==> src/rtl/eebf_pkg.sv <==
package eebf_pkg;

    parameter int STAMP_W = 32;

    typedef logic [STAMP_W-1:0] stamp_t;

    typedef struct packed {
        logic scl;
        logic sda;
    } lines_t;

    typedef enum logic [1:0] {
        OP_IDLE  = 2'd0,
        OP_WRITE = 2'd1,
        OP_READ  = 2'd2
    } op_e;

    // True when no change was ever recorded or the wrap-safe gap reaches lim.
    function automatic logic gap_reached(input logic seen, input stamp_t now,
                                         input stamp_t last, input stamp_t lim);
        stamp_t gap;
        gap = now - last;
        return !seen || (gap >= lim);
    endfunction

endpackage

==> src/rtl/eebf_lane_buf.sv <==
module eebf_lane_buf #(
    parameter int DW = 16
) (
    input  logic          clk,
    input  logic          rst,
    input  logic          wr_go,
    input  logic          wr_byte,
    input  logic          wr_addr0,
    input  logic [DW-1:0] wr_data,
    output logic [DW-1:0] word_o
);
    localparam int LW = DW / 2;

    logic [LW-1:0] lane_q   [2];
    logic [LW-1:0] lane_now [2];

    for (genvar i = 0; i < 2; i++) begin : g_lane
        // lane 0 is the high half of the word
        logic hit;
        assign hit         = wr_byte && (wr_addr0 == 1'(i));
        assign lane_now[i] = hit ? wr_data[LW-1:0] : lane_q[i];

        always_ff @(posedge clk) begin
            if (rst)
                lane_q[i] <= '0;
            else if (wr_go && hit)
                lane_q[i] <= wr_data[LW-1:0];
        end
    end

    assign word_o = wr_byte ? {lane_now[0], lane_now[1]} : wr_data;

endmodule

==> src/rtl/eebf_pending.sv <==
module eebf_pending
    import eebf_pkg::*;
#(
    parameter int DW     = 16,
    parameter int PW     = 4,
    parameter int WR_GAP = 16,
    parameter int RD_GAP = 24
) (
    input  logic          clk,
    input  logic          rst,
    input  op_e           op_i,
    input  stamp_t        now_i,
    input  logic [DW-1:0] word_i,
    input  logic [PW-1:0] scl_pos_i,
    input  logic [PW-1:0] sdi_pos_i,
    output logic          eng_cmt_o,
    output lines_t        eng_lines_o,
    output logic          eng_rd_req_o,
    output logic          eng_rd_adv_o
);
    localparam stamp_t WR_LIM = STAMP_W'(WR_GAP);
    localparam stamp_t RD_LIM = STAMP_W'(RD_GAP);

    lines_t pend_q;
    stamp_t last_q;
    logic   seen_q;
    lines_t new_lines;
    logic   wr_commit;
    logic   rd_adv;

    always_comb begin
        new_lines.scl = word_i[scl_pos_i];
        new_lines.sda = word_i[sdi_pos_i];
        wr_commit     = gap_reached(seen_q, now_i, last_q, WR_LIM);
        rd_adv        = !pend_q.scl && gap_reached(seen_q, now_i, last_q, RD_LIM);
    end

    always_ff @(posedge clk) begin
        if (rst) begin
            pend_q       <= '0;
            last_q       <= '0;
            seen_q       <= 1'b0;
            eng_cmt_o    <= 1'b0;
            eng_lines_o  <= '0;
            eng_rd_req_o <= 1'b0;
            eng_rd_adv_o <= 1'b0;
        end else begin
            eng_cmt_o    <= 1'b0;
            eng_rd_req_o <= 1'b0;
            eng_rd_adv_o <= 1'b0;
            case (op_i)
                OP_WRITE: begin
                    pend_q <= new_lines;
                    if (wr_commit) begin
                        eng_cmt_o   <= 1'b1;
                        eng_lines_o <= pend_q;
                        if (new_lines != pend_q) begin
                            last_q <= now_i;
                            seen_q <= 1'b1;
                        end
                    end
                end
                OP_READ: begin
                    eng_cmt_o    <= 1'b1;
                    eng_lines_o  <= pend_q;
                    eng_rd_req_o <= 1'b1;
                    eng_rd_adv_o <= rd_adv;
                end
                default: ;
            endcase
        end
    end

    a_r3_short_write_no_commit: assert property (@(posedge clk) disable iff (rst)
        (op_i == OP_WRITE && seen_q && ((now_i - last_q) < WR_LIM)) |=> !eng_cmt_o);

    a_r4_first_write_passes_old: assert property (@(posedge clk) disable iff (rst)
        (op_i == OP_WRITE && !seen_q) |=> (eng_cmt_o && eng_lines_o == $past(pend_q)));

    a_r5_stamp_moves_on_change: assert property (@(posedge clk) disable iff (rst)
        !$stable(last_q) |-> ($past(op_i) == OP_WRITE && $past(new_lines) != $past(pend_q)));

    a_r7_read_flushes: assert property (@(posedge clk) disable iff (rst)
        (op_i == OP_READ) |=> (eng_cmt_o && eng_rd_req_o && eng_lines_o == $past(pend_q)));

    a_r11_read_keeps_state: assert property (@(posedge clk) disable iff (rst)
        (op_i == OP_READ) |=> ($stable(pend_q) && $stable(last_q)));

    a_r8_adv_rides_request: assert property (@(posedge clk) disable iff (rst)
        eng_rd_adv_o |-> eng_rd_req_o);

endmodule

==> src/rtl/eebf_read_path.sv <==
module eebf_read_path #(
    parameter int DW = 16,
    parameter int PW = 4
) (
    input  logic          clk,
    input  logic          rst,
    input  logic          rd_go,
    input  logic          rd_byte,
    input  logic          rd_addr0,
    input  logic [PW-1:0] sdo_pos,
    input  logic          eng_rd_req_i,
    input  logic          eng_rd_bit_i,
    output logic          rd_valid_o,
    output logic [DW-1:0] rd_data_o
);
    localparam int LW = DW / 2;

    logic          byte_q;
    logic          addr_q;
    logic [PW-1:0] pos_q;
    logic [DW-1:0] word;
    logic [DW-1:0] shaped;

    always_comb begin
        word = DW'(eng_rd_bit_i) << pos_q;
        if (!byte_q)
            shaped = word;
        else if (addr_q)
            shaped = {{(DW-LW){1'b0}}, word[LW-1:0]};
        else
            shaped = word >> LW;
    end

    always_ff @(posedge clk) begin
        if (rst) begin
            byte_q     <= 1'b0;
            addr_q     <= 1'b0;
            pos_q      <= '0;
            rd_valid_o <= 1'b0;
            rd_data_o  <= '0;
        end else begin
            if (rd_go) begin
                byte_q <= rd_byte;
                addr_q <= rd_addr0;
                pos_q  <= sdo_pos;
            end
            rd_valid_o <= eng_rd_req_i;
            if (eng_rd_req_i)
                rd_data_o <= shaped;
        end
    end

    a_r9_valid_after_request: assert property (@(posedge clk) disable iff (rst)
        eng_rd_req_i |=> rd_valid_o);

    a_r9_byte_upper_zero: assert property (@(posedge clk) disable iff (rst)
        (rd_valid_o && byte_q) |-> (rd_data_o[DW-1:LW] == '0));

endmodule

==> src/rtl/eeprom_bus_filter.sv <==
module eeprom_bus_filter
    import eebf_pkg::*;
#(
    parameter int DW     = 16,
    parameter int WR_GAP = 16,
    parameter int RD_GAP = 24,
    localparam int PW    = $clog2(DW)
) (
    input  logic                clk,
    input  logic                rst,
    input  logic [STAMP_W-1:0]  cycle_cnt,
    input  logic                wr_en,
    input  logic                wr_byte,
    input  logic                wr_addr0,
    input  logic [DW-1:0]       wr_data,
    input  logic                rd_en,
    input  logic                rd_byte,
    input  logic                rd_addr0,
    input  logic [PW-1:0]       cfg_scl_pos,
    input  logic [PW-1:0]       cfg_sdi_pos,
    input  logic [PW-1:0]       cfg_sdo_pos,
    output logic                eng_cmt,
    output logic                eng_scl,
    output logic                eng_sda,
    output logic                eng_rd_req,
    output logic                eng_rd_adv,
    input  logic                eng_rd_bit,
    output logic                rd_valid,
    output logic [DW-1:0]       rd_data
);
    op_e           op;
    logic [DW-1:0] word;
    lines_t        lines;

    always_comb begin
        if (rst)        op = OP_IDLE;
        else if (wr_en) op = OP_WRITE;
        else if (rd_en) op = OP_READ;
        else            op = OP_IDLE;
    end

    eebf_lane_buf #(.DW(DW)) u_lanes (
        .clk      (clk),
        .rst      (rst),
        .wr_go    (op == OP_WRITE),
        .wr_byte  (wr_byte),
        .wr_addr0 (wr_addr0),
        .wr_data  (wr_data),
        .word_o   (word)
    );

    eebf_pending #(.DW(DW), .PW(PW), .WR_GAP(WR_GAP), .RD_GAP(RD_GAP)) u_pend (
        .clk          (clk),
        .rst          (rst),
        .op_i         (op),
        .now_i        (cycle_cnt),
        .word_i       (word),
        .scl_pos_i    (cfg_scl_pos),
        .sdi_pos_i    (cfg_sdi_pos),
        .eng_cmt_o    (eng_cmt),
        .eng_lines_o  (lines),
        .eng_rd_req_o (eng_rd_req),
        .eng_rd_adv_o (eng_rd_adv)
    );

    assign eng_scl = lines.scl;
    assign eng_sda = lines.sda;

    eebf_read_path #(.DW(DW), .PW(PW)) u_rd (
        .clk          (clk),
        .rst          (rst),
        .rd_go        (op == OP_READ),
        .rd_byte      (rd_byte),
        .rd_addr0     (rd_addr0),
        .sdo_pos      (cfg_sdo_pos),
        .eng_rd_req_i (eng_rd_req),
        .eng_rd_bit_i (eng_rd_bit),
        .rd_valid_o   (rd_valid),
        .rd_data_o    (rd_data)
    );

    a_r12_write_wins: assert property (@(posedge clk) disable iff (rst)
        (wr_en && rd_en) |=> !eng_rd_req);

endmodule

==> config.mk <==
export PLATFORM = sky130hd
export DESIGN_NAME = eeprom_bus_filter
export DESIGN_NICKNAME = d
export VERILOG_FILES = /design/src/rtl/eebf_pkg.sv /design/src/rtl/eebf_lane_buf.sv /design/src/rtl/eebf_pending.sv /design/src/rtl/eebf_read_path.sv /design/src/rtl/eeprom_bus_filter.sv
export SDC_FILE = /design/constraint.sdc
export NUM_CORES = 1
export LEC_CHECK = 0
export CAP_MARGIN = 30
export CORE_MARGIN = 2
export CORE_UTILIZATION = 70
export CTS_CLUSTER_SIZE = 14
export DETAILED_ROUTE_END_ITERATION = 10
export DONT_BUFFER_PORTS = 1
export GPL_TIMING_DRIVEN = 0
export HOLD_SLACK_MARGIN = 0.05
export PLACE_DENSITY = 0.95
export SYNTH_ARGS = -nofsm -noshare
export SYNTH_HDL_FRONTEND = slang
export SYNTH_SLANG_ARGS = --single-unit
==> constraint.sdc <==
create_clock -name clk -period 9.2 [get_ports clk]
set_input_delay 0.92 -clock clk [delete_from_list [all_inputs] [get_ports clk]]
set_output_delay 0.92 -clock clk [all_outputs]
set_load 0.02 [all_outputs]
After elaboration in Yosys (flattened, before gate mapping)
Memory sizes are Yosys's and may differ from the RTL's.
Cells that the tools add are included.
{"block": "op_classes", "addsub": 1, "magnitude_cmp": 4, "eq_ne": 4, "n_shift": 1, "n_mux": 27, "bitwise": 4, "n_reduce_logical": 13}
{"operator": "$ge A32 B5 Y1 const B", "n": 2}
{"operator": "$mux W8", "n": 5}
{"operator": "$mux W16", "n": 2}
{"operator": "$sub A32 B32 Y32", "n": 1}
{"operator": "$shl A1 B4 Y16", "n": 1}
{"operator": "$mux W1", "n": 12}
{"operator": "$lt A4 B5 Y1 const B", "n": 2}
{"operator": "$bmux W1 S4", "n": 2}
{"operator": "$mux W2", "n": 4}
{"operator": "$logic_and A1 B1 Y1", "n": 5}
{"operator": "$pmux W2 S2", "n": 1}
{"operator": "$reduce_and A3 Y1", "n": 1}
{"operator": "$eq A2 B1 Y1 const B", "n": 1}
{"operator": "$eq A2 B2 Y1 const B", "n": 1}
{"operator": "$logic_not A1 Y1", "n": 2}
{"operator": "$logic_or A1 B1 Y1", "n": 2}
{"operator": "$ne A2 B1 Y1 const B", "n": 1}
{"operator": "$ne A2 B2 Y1", "n": 1}
{"operator": "$not A1 Y1", "n": 2}
{"operator": "$or A1 B1 Y1", "n": 2}
{"operator": "$pmux W1 S2", "n": 1}
{"operator": "$reduce_and A2 Y1", "n": 1}
{"operator": "$reduce_bool A2 Y1", "n": 1}
{"operator": "$reduce_or A2 Y1", "n": 1}
{"block": "totals", "reg_bits": 63, "ramBits": 16, "input_bits": 69, "output_inout_bits": 22, "word_cells": 69, "memories": 1}
{"memory": "u_lanes.lane_q", "depth": 2, "width": 8, "read_ports": 2, "rd_ports_with_merged_regs": 0, "write_ports": 2, "line_no": "eebf_lane_buf.sv:14", "rtl": "logic [LW-1:0] lane_q [2];"}

Depth between registers and ports, before layout
Gate-level depths: netlist of run 1.
{"block": "logic_depth", "word_depth": 9, "ltp_mapped": 15, "mapped_depth_nobuf": 13}

Cells and area by module
Synthesis of run 1 repeated with hierarchy kept, for this count alone.
{"block": "unflattened", "cells_unflattened": 666, "area_unflattened_um2": 5894.4}
{"module": "eebf_pending", "instances": 1, "cells_each": 502, "area_per_inst_um2": 4052.6, "seq_area_each_um2": 800.8}
{"module": "eebf_lane_buf", "instances": 1, "cells_each": 76, "area_per_inst_um2": 929.6, "seq_area_each_um2": 480.5}
{"module": "eebf_read_path", "instances": 1, "cells_each": 85, "area_per_inst_um2": 888.4, "seq_area_each_um2": 460.4}
{"module": "eeprom_bus_filter", "instances": 1, "cells_each": 3, "area_per_inst_um2": 23.8, "seq_area_each_um2": 0.0}

Worst setup path before layout of run 1
No wires, ideal clock.
{"block": "synth_timing", "path_type": "input to register", "start": "in cycle_cnt[0]", "end": "reg u_pend.last_q[10]", "setup_ns": 0.132, "t_arrival_ns": 3.902, "required_time_ns": 9.068, "slack_ns": 5.165, "path_stages": 15, "path_buffers": 2, "path_cell_list": "inv_1 ha_1 fa_1 nand2b_1 a21oi_1 o21ai_0 a211oi_1 a21oi_1 mux2i_1 nor4b_1 or4b_1 buf_2 buf_2 nand3_1 a21oi_1"}
{"block": "synth_via", "elab_chain_cells": 4}
{"item": "start: declaration", "line_no": "eeprom_bus_filter.sv:11", "rtl": "input logic [STAMP_W-1:0] cycle_cnt,"}
{"item": "$sub A32 B32 Y32", "line_no": "eebf_pkg.sv:22", "rtl": "gap = now - last;"}
{"item": "$ge A32 B5 Y1", "line_no": "eebf_pkg.sv:23", "rtl": "return !seen || (gap >= lim);"}
{"item": "$logic_or A1 B1 Y1", "line_no": "eebf_pkg.sv:23"}
{"item": "$reduce_and A3 Y1 (no line)"}
{"item": "end signal: assignment", "line_no": "eebf_pending.sv:58", "rtl": "last_q <= now_i;"}
{"item": "end: declaration", "line_no": "eebf_pending.sv:25", "rtl": "stamp_t last_q;"}
No other way between the ends.
A chain may end at the register's enable or synchronous reset.

Worst setup path after layout of run 1
{"block": "layout_timing", "start": "in cycle_cnt[0]", "end": "reg u_pend.last_q[19]"}
Same word-level chain as after synthesis.

==> results.json, run 1 <==
{
  "status": "finished, final reports clean",
  "ctsResizeCount": 0,
  "wl_per_cell_um": 18.9,
  "synth_top_family_by_area": "compound AO/OA/AOI/OAI gates",
  "synth_seq_cells": 79,
  "skew_ns": 0.0184,
  "drive_gt1_share_pct": 7.66,
  "powerDensity_mw_per_mm2": 152,
  "clk_latency_ns": 0.37,
  "period_needed_ns": 4.71,
  "maxSlewHeadroom_pct": 44.0,
  "htreeDepth": 3,
  "clock_path_buffers": 2,
  "start_util_pct": 71.6,
  "io_buffers": 0,
  "drt_first_pass_iters": 8,
  "drv_cap": 0,
  "routed_via_density": 6.80,
  "worst_hold_slack_ns": 0.482,
  "ys_types": 70,
  "rsz0062_at_grt": "false",
  "final_nets": 827,
  "antenna_found_initial": 0,
  "fin_ws_ns": 4.49,
  "die_x_um": 95.2,
  "hold_violations": 0,
  "syn_area_mm2": 0.00582,
  "cts-root-buf": "clkbuf_8",
  "grt_pass1_wl_um": 25800,
  "gp_congestion": 0.950,
  "cp_slowest_cell": "a211oi_1",
  "path_class": "input pin to flop",
  "slew_violations": 0,
  "muxShareOfSynthArea_pct": 9.63,
  "setup.worst_path.end_class": "flop",
  "grt_pass1_vias": 5511,
  "syn_inst": 715,
  "ys_warn_count": 0,
  "ant_nets": 0,
  "drc_errors": 0,
  "route.vias.total": 5682,
  "grt_overflow": 0,
  "synthArstFlopShare_pct": 0,
  "worst_pin_slew_ns": 0.839,
  "ir_worst_vdd_mv": 0.127,
  "dpl_cell_area_mm2": 0.00595,
  "cp.arrival_ns": 5.01,
  "die_h_um": 95.2,
  "max_freq_mhz": 212,
  "r2r_cells": 14,
  "worstPathMaxFanout": 10,
  "place_hpwl_um": 11900,
  "synth-simple-area-share_pct": 21.2,
  "path_common_cell": "a21oi_1",
  "worstPathRequired_ns": 9.50,
  "synth_ff_type": "dfxtp_1",
  "clk_pin_slew_ns": 0.10,
  "fp-row-count": 33,
  "drt_iter0_drc": 405,
  "io_pins": 91,
  "cts_hold_buf": 0,
  "fin_setup_tns_ns": 0,
  "core_mm2": 0.00813,
  "synth_compound_area_share_pct": 24.8,
  "track_usage_pct": 36.2,
  "fin_crit_sh_pct": 51.2,
  "antenna_cells": 0,
  "post_cts_buffers": 0,
  "yosys.area_share.adder_pct": 7.01,
  "clock_sinks": 79,
  "hold_class": "flop to flop",
  "post-place-ws_ns": 4.36,
  "ys_seq_area_share_pct": 29.9,
  "power_leakage_nw": 2.29,
  "die_area_mm2": 0.00906,
  "syn_avg_cell_area_um2": 8.14,
  "crit_chain": "inv_1 > ha_1 > fa_1 > nand2b_1 > a21oi_1 > o21ai_0 > a211oi_1 > a21oi_1 > mux2i_1 > nor4b_1 > nor4b_2 > clkbuf_1 > o21ai_0 > a21oi_1",
  "area_growth_pct": 5.78,
  "synth_nets": 816,
  "setup_viol": 0,
  "cts_tree": "yes",
  "fin_area_mm2": 0.00616,
  "grt_start_max_net_pins": 17,
  "critPathLaunchType": "input pin",
  "synth_edf_count": 16,
  "min_path_cells": 2,
  "routed_wl_um": 15800,
  "numCtsBuffers": 9,
  "critPathMaxStageDelay_ns": 0.63,
  "synthXorXnorAreaFrac_pct": 1.81
}
cells in the mapped netlist, types with 16 or more instances:
cell type / count / area share [%]
ha_1: 31 / 6.7
nand3_1: 45 / 3.9
nand2_1: 43 / 2.8
edfxtp_1: 16 / 8.3
dfxtp_1: 63 / 22
mux2i_1: 29 / 5.0
a21oi_1: 82 / 7.1
nor2_1: 49 / 3.2
nor3_1: 18 / 1.5
clkbuf_1: 28 / 1.8
and2_1: 22 / 2.4
o21ai_0: 52 / 4.5
inv_1: 42 / 2.7
cell type report:
type,count,area (µm²)
buffer,39,166
clock buffer,10,149
clock inverter,6,56.3
fill,596,1980
inverter,43,161
multi-input combinational,554,3750
sequential,79,1740
tap,105,131
power breakdown:
group | switching [W] | leakage (nW) | total (W) | internal [W]
clock network | 0.000157 | 0.102 | 0.000277 | 0.000120
registers | 0.0000120 | 0.669 | 0.000384 | 0.000372
logic | 0.000167 | 1.52 | 0.000274 | 0.000106
cells in the final DEF, fill, tap and decap left out, types with 3 or more instances in the layout:
cell | netlist | routed
o31ai_1 | 5 | 5
and2_1 | 22 | 22
mux2i_1 | 29 | 29
mux4_2 | 8 | 8
o21bai_1 | 3 | 3
o21a_1 | 8 | 8
clkbuf_1 | 28 | 28
a21oi_2 | 3 | 3
nor2_1 | 49 | 49
inv_1 | 42 | 42
nor3_1 | 18 | 18
nor4b_1 | 3 | 3
buf_2 | 10 | 10
a31oi_1 | 4 | 4
o21ai_0 | 52 | 52
a22o_1 | 4 | 4
nor4_1 | 4 | 4
o211ai_1 | 9 | 9
nand4_1 | 10 | 10
dfxtp_1 | 63 | 63
a21o_1 | 11 | 11
nor2b_1 | 7 | 7
mux2_2 | 8 | 8
a32o_1 | 5 | 5
xnor2_1 | 7 | 7
a22oi_1 | 6 | 6
xor2_1 | 5 | 5
ha_1 | 31 | 31
nand2b_1 | 11 | 11
o2111ai_1 | 3 | 3
a21oi_1 | 82 | 82
inv_6 | 0 | 3
nand3_1 | 45 | 45
a21boi_0 | 3 | 3
and3_1 | 8 | 8
nand2_1 | 43 | 43
clkbuf_8 | 0 | 9
edfxtp_1 | 16 | 16
a211oi_1 | 8 | 8
kinds of logic (layout without fill, tap and decap cells):
kind of cell	Yosys count	in the layout
mux	45	45
compound gates	228	228
xor+xnor	12	12
simple gates	237	237
flops	79	79
buf+inv	82	98
fa+ha+maj	32	32
stage by stage:
step	std cells	util [%]	power [W]
6_report	836	75.7	0.000934
5_1_grt	836	75.7	0.000977
4_1_cts	836	75.7	0.000925
3_5_place_dp	820	73.2	0.000656
3_3_place_gp	820	73.2	0.000644
2_1_floorplan	715	-	0.000600
path summary, 6_finish.rpt:
| path | from | to | slack [ns] |
|---|---|---|---|
| worst max-delay path | cycle_cnt[0] | u_pend.last_q[19] | 4.49 |
| worst min register to register | u_pend.last_q[28] | u_pend.last_q[28] | 0.48 |
| worst min-delay path | u_pend.last_q[28] | u_pend.last_q[28] | 0.48 |
| worst max register to register | u_pend.last_q[8] | u_pend.last_q[19] | 4.70 |
sequential cells by signal, summed over array words and instances, names as in the netlist:
| name | cells |
|---|---|
| u_rd.addr_q | 1 |
| u_pend.seen_q | 1 |
| u_pend.pend_q | 2 |
| u_pend.eng_rd_adv_o | 1 |
| u_pend.eng_lines_o | 2 |
| u_pend.eng_rd_req_o | 1 |
| u_rd.pos_q | 4 |
| u_rd.rd_data_o | 16 |
| u_pend.eng_cmt_o | 1 |
| u_rd.rd_valid_o | 1 |
| u_pend.last_q | 32 |
| u_lanes.lane_q | 16 |
| u_rd.byte_q | 1 |
worst max-delay path, delay by kind of cell:
kind            cells  cell delay (ns)
compound gates      6             1.68
mux                 1             0.20
buf+inv             2             0.45
fa+ha+maj           2             0.60
simple gates        3             1.14
per-layer routing:
layer	GRT usage (%)	up-vias	wire length, µm
li1	-	2654	-
met1	42.1	2675	6210
met2	65.1	293	7830
met3	8.38	60	1260
met4	12.2	0	498
met5	0	-	0
Note: power is estimated with default switching activity, not from simulation.
==> run 2, diff against run 1 <==
--- a/config.mk
+++ b/config.mk
@@ -7,13 +7,13 @@
 export LEC_CHECK = 0
 export CAP_MARGIN = 30
 export CORE_MARGIN = 2
-export CORE_UTILIZATION = 70
+export CORE_UTILIZATION = 65
 export CTS_CLUSTER_SIZE = 14
 export DETAILED_ROUTE_END_ITERATION = 10
 export DONT_BUFFER_PORTS = 1
 export GPL_TIMING_DRIVEN = 0
 export HOLD_SLACK_MARGIN = 0.05
-export PLACE_DENSITY = 0.95
+export PLACE_DENSITY = 0.92
 export SYNTH_ARGS = -nofsm -noshare
 export SYNTH_HDL_FRONTEND = slang
 export SYNTH_SLANG_ARGS = --single-unit
==> constraint.sdc (replaced) <==
create_clock -name clk -period 4.4 [get_ports clk]
set_input_delay 0.44 -clock clk [delete_from_list [all_inputs] [get_ports clk]]
set_output_delay 0.44 -clock clk [all_outputs]
set_load 0.02 [all_outputs]
==> run 2 against run 1 <==
  * Sequential power rose by 110%
  * Clock power rose by 110%
  * Register-to-register slack got worse by 4.4 ns
  * Sequential share of layout area barely moved
  * Flip-flop and latch count did not move
  * Clock skew fell by 0.0040 ns
  * Die area rose by 7.4%
  * Critical path depth fell by 1
  * Utilization fell by 5.0 points
  * Non-clock buffer count did not move
==> results.json, run 2 (synthesized netlist as in run 1, its figures left out) <==
{
  "crit_chain": "inv_1 > ha_1 > and4_1 > nand3_1 > a2111oi_1 > o31ai_2 > o31a_1 > xnor2_1 > nor4b_1 > nor4b_4 > clkbuf_1 > o21ai_0 > a21oi_1",
  "clock_path_buffers": 2,
  "core_mm2": 0.00872,
  "die_h_um": 98.6,
  "largest_reg_flops": 32,
  "layout_commonest_cell": "a21oi_1",
  "worstPathMaxFanout": 10,
  "critPathMaxStageDelay_ns": 0.61,
  "maxSlewHeadroom_pct": 46.0,
  "grt_overflow": 0,
  "drt_first_pass_iters": 5,
  "die_area_mm2": 0.00973,
  "clk_latency_ns": 0.38,
  "multi_input_area_mm2": 0.00376,
  "period_needed_ns": 4.07,
  "rsz0062_at_grt": "false",
  "cts-root-buf": "clkbuf_8",
  "skew_ns": 0.0144,
  "gp_congestion": 0.971,
  "slew_violations": 0,
  "powerDensity_mw_per_mm2": 316,
  "clock_sinks": 79,
  "grt_pass1_wl_um": 26000,
  "cp.arrival_ns": 4.38,
  "hold_class": "input pin to flop",
  "worst_pin_slew_ns": 0.808,
  "drt_iter0_drc": 389,
  "top_regs": "u_pend.last_q: 32 flops, u_lanes.lane_q: 16 flops, u_rd.rd_data_o: 16 flops",
  "path_class": "flop to flop",
  "clockPowerShare_pct": 29.2,
  "io_buffers": 0,
  "max_freq_mhz": 246,
  "most-common-layout-cells": "a21oi_1 (82), dfxtp_1 (63), o21ai_0 (52), nor2_1 (49), nand3_1 (45)",
  "numCtsBuffers": 9,
  "drc_errors": 0,
  "p_int_w": 0.00122,
  "fp-row-count": 34,
  "clk_pin_slew_ns": 0.10,
  "cts_tree": "yes",
  "critPathLaunchType": "flop",
  "power.share.sequential_pct": 41.2,
  "area_growth_pct": 5.93,
  "place_hpwl_um": 11800,
  "power.share.switching_pct": 37.1,
  "die_x_um": 98.6,
  "seq_area_mm2": 0.00174,
  "ir_worst_vdd_mv": 0.240,
  "p_switching_w": 0.000721,
  "hold_violations": 0,
  "setup.worst_path.end_class": "flop",
  "filler_cell_count": 669,
  "routed_wl_um": 15700,
  "antenna_cells": 0,
  "power_w": 0.00195,
  "final_nets": 827,
  "htreeDepth": 3,
  "antenna_found_initial": 0,
  "ant_nets": 0,
  "io_pins": 91,
  "wl_per_cell_um": 18.7,
  "status": "finished, final reports clean",
  "route.vias.total": 5618,
  "cp_slowest_cell": "a2111oi_1",
  "drive_gt1_share_pct": 7.93,
  "worstPathRequired_ns": 4.71,
  "fin_crit_sh_pct": 92.4,
  "grt_start_max_net_pins": 18,
  "routed_via_density": 6.70,
  "regMostFlops": "u_pend.last_q",
  "start_util_pct": 66.7,
  "fin_setup_tns_ns": 0,
  "setup_viol": 0,
  "power_leakage_nw": 2.31,
  "p_comb_share_pct": 29.6,
  "track_usage_pct": 32.4,
  "drv_cap": 0,
  "grt_pass1_vias": 5553
}
run 2: cell count changes in the layout (fill, tap and decap cells not counted), sizes merged:
| cell | before | now |
|---|---|---|
| clkbuf | 38 | 37 |
| inv | 46 | 48 |
| clkinvlp | 1 | 0 |
run 2: final timing paths:
check | cells past startpoint | slack [ns] | start | to
min reg2reg | 2 | 0.48 | u_pend.last_q[20] | u_pend.last_q[20]
max | 13 | 0.33 | u_pend.last_q[6] | u_pend.last_q[7]
min | 1 | 0.15 | rst | u_rd.rd_valid_o
max reg2reg | 13 | 0.33 | u_pend.last_q[6] | u_pend.last_q[7]
run 2: power by group through the flow:
stage                     Clock (W)  Combinational [W]  Sequential [W]
after floorplan                   0           0.000444        0.000811
after detailed placement          0           0.000553        0.000818
final                      0.000568           0.000576        0.000802
after global routing       0.000595           0.000636        0.000806
after CTS                  0.000564           0.000560        0.000801
after global placement            0           0.000529        0.000815
run 2: final cells by class:
| type | count | area share [%] |
|---|---|---|
| inverter | 43 | 2.62 |
| multi-input combinational | 554 | 61.1 |
| clock buffer | 9 | 2.01 |
| buffer | 39 | 2.72 |
| clock inverter | 7 | 1.16 |
| tap | 108 | 2.19 |
| sequential | 79 | 28.2 |
run 2: layer usage:
metal	share of wire (%)	global-route usage (%)	up-vias
li1	-	-	2652
met5	0	0	-
met4	3.2	12.9	0
met3	8.2	7.09	58
met1	39	38.9	2638
met2	49	56.6	270
run 2: repair_timing:
item / 4_1_cts / 5_1_grt
hold buffers: 0 / 0
buffers inserted: 0 / 0
endpoints found under the hold margin: 0 / 0
endpoints found under the setup margin: 0 / 30
gates resized for setup: 0 / 4
run 2: through the flow:
stage	hold WS, ns	instance area, µm²	util (%)	instances	setup WS, ns
floorplan	0.437	5820	-	715	0.845
global placement	0.446	5960	68.3	823	0.199
detailed placement	0.467	5960	68.3	823	0.0324
CTS	0.149	6150	70.5	839	0.140
global route	0.144	6170	70.7	839	0.0173
finish	0.151	6170	70.7	839	0.332
run 2: critical path: cells and delay by family (launching register included):
kind / cells / cell delay (ns)
xor gates and xnor gates: 1 / 0.14
DFF: 1 / 0.34
AOI/OAI and AO/OA: 5 / 1.43
buffers and inverters: 2 / 0.42
and+or+nand+nor: 4 / 1.26
adders and majority gates: 1 / 0.42
==> run 3, diff against run 2 <==
--- a/config.mk
+++ b/config.mk
@@ -13,7 +13,7 @@
 export DONT_BUFFER_PORTS = 1
 export GPL_TIMING_DRIVEN = 0
 export HOLD_SLACK_MARGIN = 0.05
-export PLACE_DENSITY = 0.92
+export PLACE_DENSITY = 0.81
 export SYNTH_ARGS = -nofsm -noshare
 export SYNTH_HDL_FRONTEND = slang
 export SYNTH_SLANG_ARGS = --single-unit
==> run 3 against run 2 <==
  * First-iteration DRC count shrank 25%
  * Total power shrank 0.61%
  * Non-clock buffer count is the same
  * Critical path type unchanged
  * Largest power group unchanged
  * Highest routed layer unchanged
==> results.json, run 3 (synthesized netlist as in run 1, its figures left out) <==
{
  "worstPathRequired_ns": 4.64,
  "antenna_found_initial": 0,
  "routed_wl_um": 15300,
  "fin_area_mm2": 0.00618,
  "largest_reg_flops": 32,
  "drt_first_pass_iters": 5,
  "fin_setup_tns_ns": 0,
  "clk_latency_ns": 0.37,
  "start_util_pct": 66.7,
  "die_h_um": 98.6,
  "dpl_cell_area_mm2": 0.00596,
  "min_path_cells": 1,
  "maxSlewHeadroom_pct": 48.3,
  "area_growth_pct": 6.10,
  "clock_sinks": 79,
  "min_from": "rst",
  "die_x_um": 98.6,
  "skew_ns": 0.0135,
  "final_nets": 827,
  "cts_hold_buf": 0,
  "clk_pin_slew_ns": 0.10,
  "power_leakage_nw": 2.32,
  "worst_pin_slew_ns": 0.773,
  "most-common-layout-cells": "a21oi_1 (81), dfxtp_1 (63), o21ai_0 (52), nor2_1 (49), nand3_1 (45)",
  "htreeDepth": 3,
  "gp_congestion": 0.963,
  "place_hpwl_um": 11800,
  "post_cts_buffers": 0,
  "io_pins": 91,
  "ctsResizeCount": 0,
  "r2r_cells": 14,
  "grt_start_max_net_pins": 18,
  "routed_via_density": 6.53,
  "cts-root-buf": "clkbuf_8",
  "clock_path_buffers": 2,
  "drt_iter0_drc": 291,
  "status": "finished, final reports clean",
  "numCtsBuffers": 9,
  "grt_pass1_vias": 5375,
  "drv_cap": 0,
  "track_usage_pct": 31.5,
  "io_buffers": 0,
  "core_mm2": 0.00872,
  "worstPathMaxFanout": 10,
  "critPathLaunchType": "flop",
  "grt_overflow": 0,
  "route.vias.total": 5479,
  "slew_violations": 0,
  "worstSetupStartpoint": "u_pend.last_q[0]",
  "setup.worst_path.end_class": "flop",
  "hold_class": "input pin to flop",
  "fin_crit_sh_pct": 91.2,
  "worst_hold_slack_ns": 0.149,
  "post-route-util_pct": 70.8,
  "grt_pass1_wl_um": 25100,
  "cp.arrival_ns": 4.25,
  "filler_cell_count": 705,
  "drc_errors": 0,
  "powerDensity_mw_per_mm2": 313,
  "period_needed_ns": 4.01,
  "path_class": "flop to flop",
  "regMostFlops": "u_pend.last_q",
  "fp-row-count": 34,
  "hold_violations": 0,
  "max_freq_mhz": 249,
  "ant_nets": 0,
  "setup_viol": 0,
  "rsz0062_at_grt": "false",
  "antenna_cells": 0,
  "top_regs": "u_pend.last_q: 32 flops, u_lanes.lane_q: 16 flops, u_rd.rd_data_o: 16 flops",
  "drive_gt1_share_pct": 8.48,
  "wl_per_cell_um": 18.3,
  "layout_commonest_cell": "a21oi_1",
  "ir_worst_vdd_mv": 0.229,
  "die_area_mm2": 0.00973,
  "cts_tree": "yes",
  "regToRegStartpoint": "u_pend.last_q[0]"
}
[run 3: path summary, 6_finish.rpt]
path	endpoint	slack [ns]
worst max register to register	u_pend.last_q[15]	0.39
worst min-delay path	u_rd.rd_valid_o	0.15
worst min register to register	u_pend.last_q[5]	0.48
worst max-delay path	u_pend.last_q[15]	0.39
[run 3: where the power goes]
group          switching (W)  total [W]  internal [W]
sequential         0.0000242   0.000801      0.000777
combinational       0.000351   0.000575      0.000224
clock               0.000336   0.000558      0.000223
total               0.000711    0.00193       0.00122
[run 3: stage by stage]
step	instances	setup WS, ns	total power, W
5_1_grt	839	0.132	0.00203
6_report	839	0.389	0.00193
4_1_cts	839	0.114	0.00192
3_5_place_dp	823	0.00175	0.00137
2_1_floorplan	715	0.845	0.00126
3_3_place_gp	823	0.162	0.00135
[run 3: cell type report]
| type | instances | area, µm² | area share [%] |
|---|---|---|---|
| plain buffers | 39 | 170 | 2.76 |
| clock buffers | 9 | 124 | 2.01 |
| clock inverters | 7 | 68.8 | 1.11 |
| inverters | 43 | 161 | 2.61 |
| multi-input cells | 554 | 3770 | 61.1 |
| flip-flops and latches | 79 | 1740 | 28.2 |
| well taps | 108 | 135 | 2.19 |
[run 3: critical path: stages (launching register included)]
cell       delay [ns]
dfxtp_1          0.32
ha_1             0.23
fa_1             0.38
nand2b_1         0.20
a21oi_2          0.27
o211ai_1         0.26
and3_1           0.25
a2111oi_0        0.41
o2111ai_1        0.20
nand4b_4         0.25
or4b_1           0.54
buf_2            0.18
buf_2            0.20
nand3_1          0.11
a21oi_1          0.07
[run 3: metal layers]
metal  vias to the layer above  global-route usage [%]  share of wire [%]
met2                       205                    55.4                 50
met1                      2589                    38.8                 41
met4                         0                    10.1                2.2
met3                        30                    6.24                7.1
met5                         -                       0                  0
li1                       2655                       -                  -
